`src/rtl/chan_arb_pkg.sv`:
```
package chan_arb_pkg;

  typedef enum logic [0:0] {
    ARB_IDLE  = 1'b0,
    ARB_OWNED = 1'b1
  } arbState_t;

  // Strobes from the control FSM to the grant datapath
  typedef struct packed {
    logic issue;   // load the picked requester as new owner
    logic drop;    // clear the grant and remember the owner
  } arbStrobe_t;

endpackage

```
`src/rtl/chan_arb_sync.sv`:
```
module chan_arb_sync #(
  parameter int WIDTH  = 2,
  parameter int STAGES = 2
) (
  input  logic             clk,
  input  logic             rstN,
  input  logic [WIDTH-1:0] dIn,
  output logic [WIDTH-1:0] dOut
);

  generate
    if (STAGES == 0) begin : g_bypass
      assign dOut = dIn;
    end else begin : g_chain
      logic [WIDTH-1:0] stageQ [STAGES];
      for (genvar s = 0; s < STAGES; s++) begin : g_stage
        if (s == 0) begin : g_first
          always_ff @(posedge clk or negedge rstN) begin
            if (!rstN) stageQ[s] <= '0;
            else       stageQ[s] <= dIn;
          end
        end else begin : g_next
          always_ff @(posedge clk or negedge rstN) begin
            if (!rstN) stageQ[s] <= '0;
            else       stageQ[s] <= stageQ[s-1];
          end
        end
      end
      assign dOut = stageQ[STAGES-1];
    end
  endgenerate

endmodule

```
`src/rtl/chan_arb_ctrl.sv`:
```
module chan_arb_ctrl
  import chan_arb_pkg::*;
(
  input  logic       clk,
  input  logic       rstN,
  input  logic       anyReq,
  input  logic       ownerReq,
  input  logic       chanReqSync,
  input  logic       chanAckSync,
  output arbStrobe_t strobe
);

  arbState_t stateQ, stateD;
  logic      pushPhase;

  assign pushPhase = chanReqSync & ~chanAckSync;

  always_comb begin
    strobe = '0;
    stateD = stateQ;
    unique case (stateQ)
      ARB_IDLE: begin
        // no owner: hand out the next grant unless a cycle is being pushed
        if (anyReq && !pushPhase) begin
          strobe.issue = 1'b1;
          stateD       = ARB_OWNED;
        end
      end
      ARB_OWNED: begin
        // a held request locks the channel; its fall ends ownership
        if (!ownerReq) begin
          strobe.drop = 1'b1;
          stateD      = ARB_IDLE;
        end
      end
      default: stateD = ARB_IDLE;
    endcase
  end

  always_ff @(posedge clk or negedge rstN) begin
    if (!rstN) stateQ <= ARB_IDLE;
    else       stateQ <= stateD;
  end

endmodule

```
`src/rtl/chan_arb_dp.sv`:
```
module chan_arb_dp
  import chan_arb_pkg::*;
#(
  parameter int NUM_REQ = 4
) (
  input  logic               clk,
  input  logic               rstN,
  input  logic [NUM_REQ-1:0] reqIn,
  input  arbStrobe_t         strobe,
  output logic [NUM_REQ-1:0] grantOut,
  output logic               anyReq,
  output logic               ownerReq
);

  localparam int IDX_W = (NUM_REQ > 1) ? $clog2(NUM_REQ) : 1;
  localparam logic [IDX_W-1:0] LAST_IDX = IDX_W'(NUM_REQ - 1);
  localparam logic [IDX_W:0]   REQ_CNT  = (IDX_W+1)'(NUM_REQ);

  logic [IDX_W-1:0] ownerIdx;
  logic [IDX_W-1:0] prevOwner;
  logic [IDX_W-1:0] pickIdx;
  logic [IDX_W:0]   pickSum;
  logic             pickFound;
  logic [NUM_REQ-1:0] grantQ;

  assign anyReq   = |reqIn;
  assign ownerReq = reqIn[ownerIdx];
  assign grantOut = grantQ;

  // rotating search that starts one past the previous owner
  always_comb begin
    pickIdx   = prevOwner;
    pickFound = 1'b0;
    pickSum   = '0;
    for (int off = 1; off <= NUM_REQ; off++) begin
      pickSum = {1'b0, prevOwner} + (IDX_W+1)'(off);
      if (pickSum >= REQ_CNT) pickSum = pickSum - REQ_CNT;
      if (!pickFound && reqIn[IDX_W'(pickSum)]) begin
        pickIdx   = IDX_W'(pickSum);
        pickFound = 1'b1;
      end
    end
  end

  always_ff @(posedge clk or negedge rstN) begin
    if (!rstN) begin
      ownerIdx  <= LAST_IDX;
      prevOwner <= LAST_IDX;
    end else if (strobe.issue) begin
      ownerIdx  <= pickIdx;
    end else if (strobe.drop) begin
      prevOwner <= ownerIdx;
    end
  end

  // one flop per requester lane
  generate
    for (genvar lane = 0; lane < NUM_REQ; lane++) begin : g_lane
      always_ff @(posedge clk or negedge rstN) begin
        if (!rstN)
          grantQ[lane] <= 1'b0;
        else if (strobe.issue)
          grantQ[lane] <= (pickIdx == IDX_W'(lane));
        else if (strobe.drop)
          grantQ[lane] <= 1'b0;
      end
    end
  endgenerate

endmodule

```
`src/rtl/chan_arb_early_grant.sv`:
```
module chan_arb_early_grant
  import chan_arb_pkg::*;
#(
  parameter int NUM_REQ     = 4,
  parameter int SYNC_STAGES = 2
) (
  input  logic               clk,
  input  logic               rstN,
  input  logic [NUM_REQ-1:0] reqIn,
  input  logic               chanReq,
  input  logic               chanAck,
  output logic [NUM_REQ-1:0] grantOut
);

  logic [1:0] chanLvlSync;
  logic       anyReq;
  logic       ownerReq;
  arbStrobe_t strobe;

  chan_arb_sync #(
    .WIDTH  (2),
    .STAGES (SYNC_STAGES)
  ) uSync (
    .clk  (clk),
    .rstN (rstN),
    .dIn  ({chanReq, chanAck}),
    .dOut (chanLvlSync)
  );

  chan_arb_ctrl uCtrl (
    .clk         (clk),
    .rstN        (rstN),
    .anyReq      (anyReq),
    .ownerReq    (ownerReq),
    .chanReqSync (chanLvlSync[1]),
    .chanAckSync (chanLvlSync[0]),
    .strobe      (strobe)
  );

  chan_arb_dp #(
    .NUM_REQ (NUM_REQ)
  ) uDp (
    .clk      (clk),
    .rstN     (rstN),
    .reqIn    (reqIn),
    .strobe   (strobe),
    .grantOut (grantOut),
    .anyReq   (anyReq),
    .ownerReq (ownerReq)
  );

endmodule

```
`config.mk`:
```
export PLATFORM = sky130hd
export DESIGN_NAME = chan_arb_early_grant
export DESIGN_NICKNAME = d
export VERILOG_FILES = /design/src/rtl/chan_arb_pkg.sv /design/src/rtl/chan_arb_sync.sv /design/src/rtl/chan_arb_ctrl.sv /design/src/rtl/chan_arb_dp.sv /design/src/rtl/chan_arb_early_grant.sv
export SDC_FILE = /design/constraint.sdc
export NUM_CORES = 1
export LEC_CHECK = 0
export ABC_AREA = 1
export BUFFER_PORTS_ARGS = -buffer_cell sky130_fd_sc_hd__buf_2
export CORE_MARGIN = 2
export CORE_UTILIZATION = 28
export CTS_BUF_LIST = sky130_fd_sc_hd__clkbuf_4 sky130_fd_sc_hd__clkbuf_8
export CTS_CLUSTER_SIZE = 24
export DETAILED_ROUTE_END_ITERATION = 7
export PLACE_DENSITY = 0.51
export SYNTH_ARGS = -nofsm -noshare
export SYNTH_HDL_FRONTEND = slang
export SYNTH_SLANG_ARGS = --single-unit
```
`constraint.sdc`:
```
create_clock -name clk -period 1.9 [get_ports clk]
set_input_delay 0.38 -clock clk [delete_from_list [all_inputs] [get_ports clk]]
set_output_delay 0.38 -clock clk [all_outputs]
set_load 0.05 [all_outputs]
```
Word level (Yosys, flattened, before mapping):

Cells that the tools add are included.

* register bits: 13
* output and inout port bits: 4
* logic and storage cells: 77
* bits of input ports: 8

* add/subtract/negate cells: 8
* mux-type cells: 32
* magnitude comparators: 9
* reduce and logical (&&, ||, !) cells: 12
* equality and inequality tests: 3
* bitwise operators: 4

Operator list (count)
* 2-to-1 mux 1 bit: 18
* 2-to-1 mux 2 bit: 8
* less-than comparator 2 x 3 -> 1 bit (second input constant): 5
* >= comparator 3 bit (second input constant): 4
* binary-select mux 1 bit (select 2 bit): 5
* subtractor 2 x 1 -> 2 bit (second input constant): 4
* adder 2 x 2 -> 3 bit (second input constant): 2
* == test 2 bit (second input constant): 2
* logical AND 1 bit: 4
* zero test 1 bit: 4
* OR reduction 4 bit: 1
* adder 2 x 1 -> 3 bit (second input constant): 1
* adder 2 x 3 -> 3 bit (second input constant): 1
* inverter 1 bit: 3
* == test 2 x 1 -> 1 bit (second input constant): 1
* zero test 2 bit: 1
* case mux 1 bit (2 select lines): 1
* AND reduction 2 bit: 1
* nonzero test 2 bit: 1
* bitwise AND 1 bit: 1

Longest topological paths before layout:

Gate-level depths: netlist (run 1).

* depth after elaboration: 17
* gate-level depth with buffers: 12

Modules after synthesis:

A second synthesis (run 1) with hierarchy kept.

* cells, all modules: 120
* area, all modules: 837.1 um^2

By module, submodules not included
* chan_arb_dp: instances 1, area an instance 659.4 um^2, cells each 103, seq. area each 205.2 um^2
* chan_arb_sync: instances 1, area an instance 115.1 um^2, cells each 6, seq. area each 100.1 um^2
* chan_arb_ctrl: instances 1, area an instance 62.6 um^2, cells each 11, seq. area each 25.0 um^2

Worst setup path after synthesis (run 1):

Ideal clock, no wire load.

* path type: register to register
* start: register uDp.prevOwner[0]
* end: register uDp.grantQ[2] (netlist: uDp.grantOut[2])
* data required time: 1.782 ns
* cell stages (with the launch flop): 13
* library setup time: 0.118 ns
* setup slack: 0.428 ns
* arrival time: 1.354 ns
* period minus slack after synthesis: 1.472 ns
* path through: dfstp_2 -> buf_4 -> nand2_1 -> nand2_2 -> nand2_4 -> nand2_4 -> inv_4 -> nand3_1 -> nand2_1 -> nand2_1 -> nand2_1 -> nand2_1 -> nand2_1

* word-level cells in the longest chain between the ends: 17
* elaborated cells between the ends (all ways): 39
* those cells by class: add/sub: 8; order compare: 4; eq/ne: 1; mux: 20; reduce/logical: 6

Ends and longest elaborated chain
* from (decl): RTL line chan_arb_dp.sv:20 `logic [IDX_W-1:0] prevOwner;`
* from (signal assigned): RTL line chan_arb_dp.sv:52 `prevOwner <= ownerIdx;`
* adder 2 x 1 -> 3 bit: RTL line chan_arb_dp.sv:36 `pickSum = {1'b0, prevOwner} + (IDX_W+1)'(off);`
* >= comparator 3 bit or subtractor 2 x 1 -> 2 bit (tied branches): RTL line chan_arb_dp.sv:37 `if (pickSum >= REQ_CNT) pickSum = pickSum - REQ_CNT;`
* 2-to-1 mux 2 bit: RTL line chan_arb_dp.sv:37
* binary-select mux 1 bit (select 2 bit): RTL line chan_arb_dp.sv:38 `if (!pickFound && reqIn[IDX_W'(pickSum)]) begin`
* 2-to-1 mux 1 bit (not written as such): RTL line chan_arb_dp.sv:38
* 2-to-1 mux 1 bit: RTL line chan_arb_dp.sv:38
* zero test 1 bit: RTL line chan_arb_dp.sv:38
* logical AND 1 bit: RTL line chan_arb_dp.sv:38
* 2-to-1 mux 1 bit: RTL line chan_arb_dp.sv:38
* zero test 1 bit: RTL line chan_arb_dp.sv:38
* logical AND 1 bit: RTL line chan_arb_dp.sv:38
* 2-to-1 mux 1 bit: RTL line chan_arb_dp.sv:38
* zero test 1 bit: RTL line chan_arb_dp.sv:38
* logical AND 1 bit: RTL line chan_arb_dp.sv:38
* 2-to-1 mux 2 bit *: RTL line chan_arb_dp.sv:38
* == test 2 bit *: RTL line chan_arb_dp.sv:63 `grantQ[lane] <= (pickIdx == IDX_W'(lane));`
* 2-to-1 mux 1 bit *: RTL line chan_arb_dp.sv:62 `else if (strobe.issue)`
* to (signal, indexed assignment): RTL line chan_arb_dp.sv:63
* to (decl): RTL line chan_arb_dp.sv:24 `logic [NUM_REQ-1:0] grantQ;`

Mark *: on every way between the ends. The rest lies on a longest branch, timed or not. The select of a mux whose other input is x is not followed.
A chain may end at the register's enable or synchronous reset.

Worst setup path in the final report (run 1):

Same ends and word-level chain as after synthesis.

==> metrics.md, run 1 <==
| Metric | Value |
|---|---|
| Status | `complete, no violations` |
| Largest net degree at the start of global routing | `14` |
| Dpl cells | `156` |
| Grt ovf | `0` |
| Clock Skew | `0.00102 ns` |
| Final setup fails | `0` |
| Drc violations | `0` |
| Fmax | `612 MHz` |
| Reg power frac | `26.7%` |
| Die Y | `57.8 um` |
| Clock Latency Late Sink | `0.26 ns` |
| Fill cells | `300` |
| Routed wire per std cell | `10.1 um` |
| RSZ-0062 raised after global routing | `no` |
| Clk buf depth | `2` |
| Initial antenna violation count | `0` |
| Internal | `834 uW` |
| Synth top area share | `27.8%` |
| Req. time, crit path | `2.06 ns` |
| Min cycle time layout | `1.63 ns` |
| H-tree Lvls | `1` |
| Synth unique cells | `17` |
| DIE AREA | `0.00334 mm2` |
| Setup Total Neg Slack | `0 ns` |
| Avg Vias per Cell | `4.67` |
| Root buffer cell | `clkbuf_4` |
| Reg area | `330 um2` |
| CTS Buf Count | `3` |
| Switching power | `880 uW` |
| Pwr dens | `1800 mW/mm2` |
| Beginning of the worst hold path | `chanReq` |
| P&R area growth vs syn | `17.5%` |
| Pins over their slew limit | `0` |
| Combinational group share of total power | `63.0%` |
| Routability cong. | `0.772` |
| Syn nets | `123` |
| # port buffers | `11` |
| Critical path origin | `uDp.prevOwner[0]` |
| Avg Inst Size Synth | `7.04 um2` |
| Crit Path Max Fanout | `6` |
| Placed Area | `896 um2` |
| Hold Slack | `0.216 ns` |
| Worst slew pin tran | `0.336 ns` |
| Critical path class | `reg2reg` |
| Final Instance Area | `951 um2` |
| TritonCTS clock tree | `built` |
| CTS clk-pin slew, worst paths | `0.07 ns` |
| # Max-Cap Violations | `0` |
| Cell with the most instances after synthesis | `nand2_1` |
| Vias | `761` |
| Detailed-route wire length | `1650 um` |
| 1st-iter DRT viols | `13` |
| Std cell rows | `19` |
| EDFF count, synth | `0` |
| Post-Synthesis Cells | `115` |
| Reg2reg start | `uDp.prevOwner[0]` |
| Total I/O pin count | `12` |
| HP Class | `in2reg` |
| ANT nets after route | `0` |
| PostCTS Resize Cnt | `0` |
| Top_reg_cell synth | `dfrtp_1` |
| Warnings, synthesis | `0` |
| Max IR drop VDD | `0.000706 V` |
| Final net count | `141` |
| CP arrival | `1.79 ns` |
| Post-synth ARST share | `100%` |
| Leakage | `0.529 nW` |
| Setup crit start kind | `flop` |
| Yosys reg bits | `13` |
| CTS Sinks | `13` |
| HPWL after detailed placement | `1350 um` |
| Sequential area share after synthesis | `40.8%` |
| Pre-Repair DR Iteration Count | `4` |
| Area of the multi-input gates | `432 um2` |
| Area leader, netlist | `dfrtp_1` |
| Max_slew headroom | `77.6%` |
| Core Box Area | `0.00276 mm2` |
| List of most frequent post-synthesis cells | `53 x nand2_1, 9 x dfrtp_1, 9 x nand2_2` |
| Chip width | `57.8 um` |
| Ant. Diodes | `0` |
| Layout cells sized above 1 | `31.1%` |
| Hold Violations, Final | `0` |
| Period utilization | `86.0%` |
| Vias in the first global route | `693` |
| Global-route wire length before repair | `2820 um` |
| Clk pwr share | `10.2%` |
| Synth Cell Area | `810 um2` |
| Net Sw Frac | `51.4%` |
| Overall Global Routing Usage | `10.7%` |
| Worst setup EP type | `flop` |
| Starting Density | `29.4%` |
| Non-filler instance count after layout | `163` |
| Synth area leaders | `dfrtp_1 28%, nand2_1 25%, dfstp_2 13%` |
-- cells in the final DEF (no fill, tap or decap) --
| master | count |
|---|---|
| buf_2 | 11 |
| nand2_2 | 9 |
| nor2_1 | 5 |
| a21oi_1 | 3 |
| nand3_4 | 1 |
| dlygate4sd3_1 | 1 |
| dfstp_2 | 4 |
| o21ai_0 | 4 |
| nand2_4 | 3 |
| clkbuf_4 | 4 |
| buf_4 | 2 |
| inv_4 | 1 |
| nor2_2 | 2 |
| nand3_1 | 8 |
| o21ai_1 | 2 |
| a22o_1 | 1 |
| inv_1 | 5 |
| inv_2 | 4 |
| nand2_1 | 53 |
| dfrtp_1 | 9 |
-- area by class of cell --
type,count,area share (%)
clock buffer,4,3.16
inverter,10,4.21
multi-input combinational,91,45.4
sequential,13,34.7
tap,31,4.08
timing repair buffer,14,8.42
-- power by group through the flow --
stage,sequential [mW],clock (mW),combinational (mW)
floorplan,0.525,0,0.800
global placement,0.477,0,1.04
detailed placement,0.484,0,1.04
CTS,0.478,0.185,1.04
global route,0.472,0.194,1.23
finish,0.458,0.176,1.08
-- critical path: stages, from the launching register on --
cell     delay (ns)
dfstp_2        0.57
buf_4          0.15
nand2_1        0.07
nand3_1        0.08
nand2_1        0.11
o21ai_1        0.20
nand2_1        0.07
nand2_1        0.06
nand2_1        0.09
nand2_1        0.09
nand2_1        0.05
-- stage by stage --
step / utilization [%] / setup slack [ns] / total power [mW]
after floorplan: - / 0.428 / 1.33
after global routing: 34.5 / 0.125 / 1.90
after detailed placement: 32.5 / 0.146 / 1.52
after global placement: 32.5 / 0.197 / 1.51
after CTS: 33.9 / 0.133 / 1.70
final: 34.5 / 0.266 / 1.71
-- registers in the layout, indices dropped and copies added, names as in the netlist --
name and cells:
uCtrl.stateQ 1, uDp.grantOut 4, uDp.ownerIdx 2, uDp.prevOwner 2
uSync.dOut 2, uSync.g_chain.stageQ 2
-- logic make-up after synthesis --
| logic type | count (synthesis) | share of synthesized area, % |
|---|---|---|
| and+or+nand+nor | 81 | 46.7 |
| DFF | 13 | 40.8 |
| buffers and inverters | 11 | 5.87 |
| AOI/OAI and AO/OA | 10 | 6.65 |
-- repair_timing --
item,in CTS,in global routing
hold buffers,1,0
buffers inserted,0,2
endpoints found under the hold margin,9,0
setup endpoints to repair,0,1
-- worst paths after layout --
| kind | depth (start not counted) | to | slack, ns |
|---|---|---|---|
| worst min-delay path | 1 | uSync.g_chain.stageQ[3] | 0.22 |
| worst max-delay path | 10 | uDp.grantOut[2] | 0.27 |
| max in group asynchronous | 2 | uDp.ownerIdx[0] | 1.11 |
| worst max register to register | 10 | uDp.grantOut[2] | 0.27 |
| worst min register to register | 0 | uSync.dOut[1] | 0.35 |
| min in group asynchronous | 2 | uCtrl.stateQ | 0.52 |
-- routing by layer --
layer  part of all wire [%]  global-route usage [%]
met5                      0                       0
met4                   0.36                    3.99
met3                    1.3                   0.670
met2                     54                    20.5
met1                     45                    12.4
(Power assumes the default switching activity.)
==> inputs of run 2 (changes only) <==
==> constraint.sdc (replaced) <==
create_clock -name clk -period 1.9 [get_ports clk]
set_input_delay 0.095 -clock clk [delete_from_list [all_inputs] [get_ports clk]]
set_output_delay 0.095 -clock clk [all_outputs]
set_load 0.05 [all_outputs]
==> run 2 against run 1 <==
Non-clock buffer count grew 2. Die area did not move. Highest routed layer unchanged. Maximum frequency barely moved. Largest power group unchanged. Critical path depth stayed put. Clock skew hardly changed. Cell count is 1.2% higher. Global-route usage unchanged. Hold slack improved by 0.019 ns. Core utilization increased by 0.73 points.
==> metrics.md, run 2 (synthesized netlist as in run 1, its figures left out) <==
| Metric | Value |
|---|---|
| Largest net degree at the start of global routing | `14 (unchanged)` |
| Total I/O pin count | `12 (unchanged)` |
| Period utilization | `86.0% (about the same)` |
| Ant. Diodes | `0 (unchanged)` |
| Min cycle time layout | `1.63 ns (+0.0000990 ns)` |
| Routability cong. | `0.772 (unchanged)` |
| # port buffers | `11 (unchanged)` |
| Reg2reg start | `uDp.prevOwner[0]` |
| CTS Sinks | `13 (unchanged)` |
| Final net count | `143 (+1.4%)` |
| Leakage | `0.537 nW (+1.6%)` |
| CTS Buf Count | `3 (unchanged)` |
| Root buffer cell | `clkbuf_4` |
| Overall Global Routing Usage | `10.7% (unchanged)` |
| Starting Density | `29.4% (unchanged)` |
| CTS clk-pin slew, worst paths | `0.07 ns (about the same)` |
| 1st-iter DRT viols | `13 (unchanged)` |
| ANT nets after route | `0 (unchanged)` |
| Detailed-route wire length | `1660 um (+1.0%)` |
| HPWL after detailed placement | `1350 um (unchanged)` |
| Fmax | `612 MHz (about the same)` |
| Vias in the first global route | `693 (unchanged)` |
| Die Y | `57.8 um (unchanged)` |
| Critical path origin | `uDp.prevOwner[0]` |
| Hold Slack | `0.234 ns (+0.0186 ns)` |
| Pins over their slew limit | `0 (unchanged)` |
| Status | `complete, no violations` |
| Std cell rows | `19 (unchanged)` |
| Avg Vias per Cell | `4.62 (-1.1%)` |
| Clock Latency Late Sink | `0.26 ns (about the same)` |
| Layout cells sized above 1 | `30.6% (-0.46 points)` |
| Pwr dens | `1770 mW/mm2 (-1.9%)` |
| Setup Total Neg Slack | `0 ns (unchanged)` |
| Critical path class | `reg2reg` |
| Clock Skew | `0.00108 ns (+0.0000637 ns)` |
| Initial antenna violation count | `0 (unchanged)` |
| Commonest cells after routing, fill and taps aside | `53 x nand2_1, 11 x buf_2, 9 x nand2_2, 9 x dfrtp_1, 8 x nand3_1` |
| P&R area growth vs syn | `19.9%` |
| Fill cells | `298 (-0.67%)` |
| Crit Path Max Fanout | `6 (unchanged)` |
| Vias | `762 (+0.13%)` |
| Global-route wire length before repair | `2820 um (unchanged)` |
| HP Class | `in2async` |
| Setup crit start kind | `flop` |
| Pre-Repair DR Iteration Count | `4 (unchanged)` |
| Chip width | `57.8 um (unchanged)` |
| H-tree Lvls | `1 (unchanged)` |
| Grt ovf | `0 (unchanged)` |
| Worst setup EP type | `flop` |
| Hold Violations, Final | `0 (unchanged)` |
| Clk buf depth | `2 (unchanged)` |
| Worst slew pin tran | `0.336 ns (+0.000144 ns)` |
| Most common cell after layout, fill and taps aside | `nand2_1` |
| Max_slew headroom | `77.6% (about the same)` |
| DIE AREA | `0.00334 mm2 (unchanged)` |
| # Max-Cap Violations | `0 (unchanged)` |
| RSZ-0062 raised after global routing | `no` |
| Max reg flops | `4 (unchanged)` |
| Core Box Area | `0.00276 mm2 (unchanged)` |
| Drc violations | `0 (unchanged)` |
| Placed Area | `896 um2 (unchanged)` |
| Final Instance Area | `971 um2 (+2.1%)` |
| CP arrival | `1.79 ns (about the same)` |
| TritonCTS clock tree | `built` |
| Req. time, crit path | `2.06 ns (about the same)` |
| Routed wire per std cell | `10.1 um (-0.19%)` |
| Max IR drop VDD | `0.000717 V (+1.5%)` |
| Final setup fails | `0 (unchanged)` |
run 2: layout make-up:
| cell class | count | area, um2 | area share [%] |
|---|---|---|---|
| multi-input combinational | 91 | 432 | 44.5 |
| sequential | 13 | 330 | 34.0 |
| timing repair buffer | 16 | 100 | 10.3 |
| inverter | 10 | 40.0 | 4.12 |
| tap | 31 | 38.8 | 3.99 |
| clock buffer | 4 | 30.0 | 3.09 |
run 2: power by group:
part           switching (mW)  internal (mW)
Clock                  0.0802         0.0954
Combinational           0.732          0.351
Sequential             0.0684          0.390
run 2: metal layers:
layer	global-route usage, %	share of wire, %
met5	0	0
met4	3.99	0.36
met3	0.670	1.1
met2	20.5	53
met1	12.4	45
run 2: path summary, 6_finish.rpt:
path,cells after the start,slack [ns],end
worst min-delay path,2,0.23,uCtrl.stateQ
worst min register to register,0,0.35,uSync.dOut[1]
min in group clk,7,0.33,uDp.ownerIdx[1]
worst max register to register,10,0.27,uDp.grantOut[2]
max in group asynchronous,2,1.39,uDp.ownerIdx[0]
worst max-delay path,10,0.27,uDp.grantOut[2]
run 2: per-stage QoR:
step | util (%) | cells | total power [mW] | setup WS (ns)
floorplan | - | 115 | 1.33 | 0.428
global placement | 32.5 | 156 | 1.51 | 0.197
detailed placement | 32.5 | 156 | 1.52 | 0.146
CTS | 34.7 | 163 | 1.71 | 0.133
global route | 35.2 | 165 | 1.90 | 0.125
finish | 35.2 | 165 | 1.72 | 0.266
run 2: worst max-delay path: stages, from the launching register on:
cell	delay, ns
dfstp_2	0.57
buf_4	0.15
nand2_1	0.07
nand3_1	0.08
nand2_1	0.11
o21ai_1	0.20
nand2_1	0.07
nand2_1	0.06
nand2_1	0.09
nand2_1	0.09
nand2_1	0.05
run 2: what timing repair did:
| item | 4_1_cts | 5_1_grt |
|---|---|---|
| hold buffers | 3 | 0 |
| endpoints found under the setup margin | 0 | 1 |
| endpoints found under the hold margin | 15 | 0 |
| buffers inserted | 0 | 2 |
| resized for setup | 0 | 0 |
